`src/rtl/modrst_pkg.sv`:
```
package modrst_pkg;
  parameter int DW = 16;
  parameter int AW = 2;

  localparam int SRST_BIT = 1;
  localparam int EN_BIT   = 15;
  localparam int MST_BIT  = 10;
  localparam int TRX_BIT  = 9;

  typedef enum logic [AW-1:0] {
    ADDR_CTRL   = 2'd0,
    ADDR_SYSCFG = 2'd1
  } reg_addr_e;

  function automatic logic is_srst_req(input logic we, input logic [AW-1:0] addr,
                                       input logic [DW-1:0] data);
    return we && (addr == ADDR_SYSCFG) && data[SRST_BIT];
  endfunction

  function automatic logic is_wr_to(input logic we, input logic [AW-1:0] addr,
                                    input reg_addr_e target);
    return we && (addr == target);
  endfunction

  function automatic logic [DW-1:0] drop_srst(input logic [DW-1:0] data);
    logic [DW-1:0] m;
    m = '1;
    m[SRST_BIT] = 1'b0;
    return data & m;
  endfunction
endpackage

```
`src/rtl/modrst_pulse.sv`:
```
module modrst_pulse #(
  parameter int RST_CYCLES = 8,
  localparam int CW = $clog2(RST_CYCLES + 1)
) (
  input  logic clk,
  input  logic rst_n,
  input  logic srst_req,
  output logic active
);
  localparam logic [CW-1:0] LOAD = CW'(RST_CYCLES);
  logic [CW-1:0] cnt_q;

  always_ff @(posedge clk) begin
    if (!rst_n)           cnt_q <= '0;
    else if (srst_req)    cnt_q <= LOAD;
    else if (cnt_q != '0) cnt_q <= cnt_q - 1'b1;
  end

  assign active = (cnt_q != '0);
endmodule

```
`src/rtl/modrst_regs.sv`:
```
module modrst_regs
  import modrst_pkg::*;
(
  input  logic          clk,
  input  logic          rst_n,
  input  logic          srst_req,
  input  logic          pulse_active,
  input  logic          ctrl_wr,
  input  logic          sys_wr,
  input  logic [DW-1:0] wr_data,
  output logic [DW-1:0] ctrl_q,
  output logic [DW-1:0] sys_cfg_q
);
  logic clear_now;
  assign clear_now = srst_req || pulse_active;

  always_ff @(posedge clk) begin
    if (!rst_n)        ctrl_q <= '0;
    else if (clear_now) ctrl_q <= '0;
    else if (ctrl_wr)  ctrl_q <= wr_data;
  end

  always_ff @(posedge clk) begin
    if (!rst_n)        sys_cfg_q <= '0;
    else if (clear_now) sys_cfg_q <= '0;
    else if (sys_wr)   sys_cfg_q <= drop_srst(wr_data);
  end
endmodule

```
`src/rtl/modrst_done.sv`:
```
module modrst_done (
  input  logic clk,
  input  logic rst_n,
  input  logic srst_req,
  input  logic pulse_active,
  input  logic enable,
  output logic done,
  output logic done_set
);
  logic pending_q;

  assign done_set = pending_q && !pulse_active && enable;

  always_ff @(posedge clk) begin
    if (!rst_n) begin
      pending_q <= 1'b1;
      done      <= 1'b0;
    end else if (srst_req) begin
      pending_q <= 1'b1;
      done      <= 1'b0;
    end else if (done_set) begin
      pending_q <= 1'b0;
      done      <= 1'b1;
    end
  end
endmodule

```
`src/rtl/modrst_seq.sv`:
```
module modrst_seq
  import modrst_pkg::*;
#(
  parameter int RST_CYCLES = 8
) (
  input  logic          clk,
  input  logic          rst_n,
  input  logic          wr_en,
  input  logic [AW-1:0] wr_addr,
  input  logic [DW-1:0] wr_data,
  output logic [DW-1:0] ctrl_q,
  output logic [DW-1:0] syscfg_q,
  output logic          func_rst,
  output logic          mod_en,
  output logic          mst_mode,
  output logic          tx_mode,
  output logic          rst_done
);
  logic          srst_req;
  logic          ctrl_wr;
  logic          sys_wr;
  logic          pulse_active;
  logic          done_set;
  logic [DW-1:0] sys_cfg_q;

  assign srst_req = is_srst_req(wr_en, wr_addr, wr_data);
  assign ctrl_wr  = is_wr_to(wr_en, wr_addr, ADDR_CTRL);
  assign sys_wr   = is_wr_to(wr_en, wr_addr, ADDR_SYSCFG);

  modrst_pulse #(.RST_CYCLES(RST_CYCLES)) u_pulse (
    .clk(clk), .rst_n(rst_n), .srst_req(srst_req), .active(pulse_active)
  );

  modrst_regs u_regs (
    .clk(clk), .rst_n(rst_n), .srst_req(srst_req), .pulse_active(pulse_active),
    .ctrl_wr(ctrl_wr), .sys_wr(sys_wr), .wr_data(wr_data),
    .ctrl_q(ctrl_q), .sys_cfg_q(sys_cfg_q)
  );

  modrst_done u_done (
    .clk(clk), .rst_n(rst_n), .srst_req(srst_req), .pulse_active(pulse_active),
    .enable(ctrl_q[EN_BIT]), .done(rst_done), .done_set(done_set)
  );

  always_comb begin
    syscfg_q = sys_cfg_q;
    syscfg_q[SRST_BIT] = pulse_active;
  end

  assign func_rst = pulse_active;
  assign mod_en   = ctrl_q[EN_BIT];
  assign mst_mode = ctrl_q[MST_BIT];
  assign tx_mode  = ctrl_q[TRX_BIT];
endmodule

```
`config.mk`:
```
export PLATFORM = sky130hd
export DESIGN_NAME = modrst_seq
export DESIGN_NICKNAME = d
export VERILOG_FILES = /design/src/rtl/modrst_pkg.sv /design/src/rtl/modrst_pulse.sv /design/src/rtl/modrst_regs.sv /design/src/rtl/modrst_done.sv /design/src/rtl/modrst_seq.sv
export SDC_FILE = /design/constraint.sdc
export NUM_CORES = 1
export LEC_CHECK = 0
export BUFFER_PORTS_ARGS = -buffer_cell sky130_fd_sc_hd__clkbuf_2
export CAP_MARGIN = 20
export CORE_MARGIN = 2
export CORE_UTILIZATION = 47
export DETAILED_ROUTE_END_ITERATION = 8
export MAX_ROUTING_LAYER = met4
export PLACE_DENSITY_LB_ADDON = 0.1
export SYNTH_ARGS = -nofsm -noshare
export SYNTH_HDL_FRONTEND = slang
export SYNTH_SLANG_ARGS = --single-unit
```
`constraint.sdc`:
```
create_clock -name clk -period 1.7 [get_ports clk]
set_input_delay 0.17 -clock clk [delete_from_list [all_inputs] [get_ports clk]]
set_output_delay 0.17 -clock clk [all_outputs]
set_load 0.01 [all_outputs]
```
==> reports/qor.yml <==
cells_and_area:
  final_cells: 260
  diodes: 0
  fin_nets: 249
  stdcell_area_um2: 1800
  post-route-util_pct: 60.0
  final_common_cell: "nand2_1"
  layout_common_cells: "nand2_1, clkbuf_2, dfxtp_1, a21oi_1, clkbuf_4"
  n_fill_cell: 296
  syn2layout_area_growth_pct: 24.1
  drive_above_1_share_pct: 33.9
worst_setup_path:
  start_kind: "flip-flop"
  endpoint_kind: "output pin"
  cp_data_arrival_time_ns: 1.49
  worstPathMaxFanout: 4
  worstSetupPathType: "reg -> out"
  cp.required_ns: 1.53
drt:
  met3_length_um: 197
  wl_met2_um: 1490
  met1_length_um: 1390
  initialDrtViolationCount: 55
  dr_total_vias: 1311
  antenna_left: 0
  wl_per_cell_um: 12.0
  routed_wirelength_um: 3130
  drc: 0
  avgViaCountPerCell: 5.04
  maxUsedRoutingLayer: "met4"
  dr.pass1.iters: 4
floorplanning:
  die_w_um: 59.6
  die-area_um2: 3550
  rows: 20
  die_h_um: 59.6
  coreArea_um2: 3000
  num_io_pins: 58
  start_util_pct: 48.3
job:
  cap_viol_max_count: 0
power_and_ir_drop:
  leakagePower_nw: 0.761
  ir_drop_mv: 0.685
  p_per_area_nw_per_um2: 1280
  power_mw: 2.31
sta:
  final_max_slew_viol_count: 0
  period_needed_ns: 1.66
  finalHoldViolations: 0
  fmax_mhz: 603
  clock_skew_ns: 0.00628
  period_share_pct: 97.5
  tns_ns: 0
  setup_viol: 0
  worst_pin_slew_ns: 0.583
  final.setup.worst_slack_ns: 0.0424
  max_slew_margin_pct: 61.0
  hold_slack_ns: 0.0484
place:
  gp_congestion: 0.757
  io_buffers: 57
  placed_cell_area_um2: 1680
  placed_cells: 249
  hpwl_um: 2240
  dp_slack_ns: 0.205
synthesis:
  syn_nets: 193
  synth_area_per_cell_um2: 8.54
  seq_area_frac_synth_pct: 51.0
  syn-cell-area_um2: 1450
  yosysWarnings: 0
  ys_ff_latch: 37
  syn_inst: 170
  yosysUniqueCellTypes: 22
min_path:
  min_path_type: "in -> reg"
global_route:
  grt_overflow: 0
  grt_max_degree: 32
  grt_first_pass_wirelength_um: 4970
  grt_usage_pct: 19.4
  antenna_found_initial: 0
  grt_pass1_vias: 1153
cts:
  cts_buffers: 5
  cts_tree: "built"
  cts_buffer_depth: 2
  clk_pin_slew_ns: 0.11
  htree_levels: 2
  postCtsHoldBufs: 0
  cts_root_buf: "clkbuf_4"
  clock_latency_ns: 0.34
  numClockSinks: 37
status:
  outcome: "finished clean"
what timing repair did:
action / CTS / global route
endpoints found under the hold margin: 0 / 0
pin swaps: 0 / 0
setup buffers: 1 / 2
resized for setup: 3 / 4
endpoints found under the setup margin: 2 / 2
sequential cells by signal (all words and copies together), names as in the netlist:
| signal | cells |
|---|---|
| u_done.pending_q | 1 |
| u_regs.sys_cfg_q | 15 |
| u_pulse.cnt_q | 4 |
| u_done.done | 1 |
| u_regs.ctrl_q | 16 |
layout make-up:
class                      instances  area, µm²  area share (%)
timing repair buffer              62        327            18.1
clock inverter                     1       30.0            1.67
tap                               33       41.3            2.29
clock buffer                       7       55.1            3.06
sequential                        37        743            41.3
inverter                           3       11.3           0.625
multi-input combinational        117        593            32.9
report_power, final:
part           leakage (nW)  total [mW]  switching, mW  internal, mW
registers             0.300       0.999         0.0579         0.942
clock network        0.0455       0.635          0.284         0.351
logic                 0.416       0.671          0.361         0.311
metal layers:
layer	vias to the layer above	global-route usage, %
met1	601	22.4
met3	7	6.55
met5	-	-
met4	0	6.67
li1	661	-
met2	42	31.6
cell usage after synthesis:
| master | n | area share, % |
|---|---|---|
| a31oi_1 | 1 | 0.43 |
| buf_4 | 5 | 2.6 |
| buf_6 | 5 | 3.9 |
| nor3_1 | 2 | 0.69 |
| nor3b_4 | 2 | 2.6 |
| buf_2 | 3 | 1.0 |
| and3b_1 | 1 | 0.60 |
| a21boi_0 | 1 | 0.52 |
| a21oi_1 | 31 | 11 |
| inv_1 | 3 | 0.78 |
| dfxtp_1 | 37 | 51 |
| xnor2_1 | 2 | 1.2 |
| nand3_4 | 1 | 1.2 |
| ha_1 | 2 | 1.7 |
| a21o_1 | 1 | 0.52 |
| or3b_1 | 1 | 0.60 |
| mux2i_1 | 1 | 0.69 |
| nor2_1 | 4 | 1.0 |
| nand4b_1 | 1 | 0.60 |
| nand2_1 | 64 | 17 |
| a211oi_1 | 1 | 0.52 |
| nand3b_1 | 1 | 0.52 |
worst max-delay path: stages (launching register included):
cell,delay [ns]
dfxtp_2,0.34
inv_2,0.08
ha_2,0.18
nor3b_4,0.20
buf_6,0.14
inv_1,0.07
buf_2,0.14
worst paths after layout:
kind                                           start                   end  slack (ns)  cells past startpoint
worst max-delay path                u_pulse.cnt_q[0]              func_rst        0.04                      6
worst min-delay path                     wr_data[10]     u_regs.ctrl_q[10]        0.05                      3
worst max register to register      u_pulse.cnt_q[0]   u_regs.sys_cfg_q[3]        0.16                      6
worst min register to register  u_regs.sys_cfg_q[10]  u_regs.sys_cfg_q[10]        0.46                      2
cells by family (layout without fill, tap and decap cells):
| logic type | count (synthesis) | count (layout) | synth area share (%) |
|---|---|---|---|
| and+or+nand+nor | 77 | 77 | 24.4 |
| DFF | 37 | 37 | 51.0 |
| AOI/OAI and AO/OA | 35 | 35 | 12.7 |
| buffers and inverters | 16 | 73 | 8.28 |
| adders and majority gates | 2 | 2 | 1.72 |
| xor gates and xnor gates | 2 | 2 | 1.21 |
| muxes | 1 | 1 | 0.690 |
(Power assumes the default switching activity.)
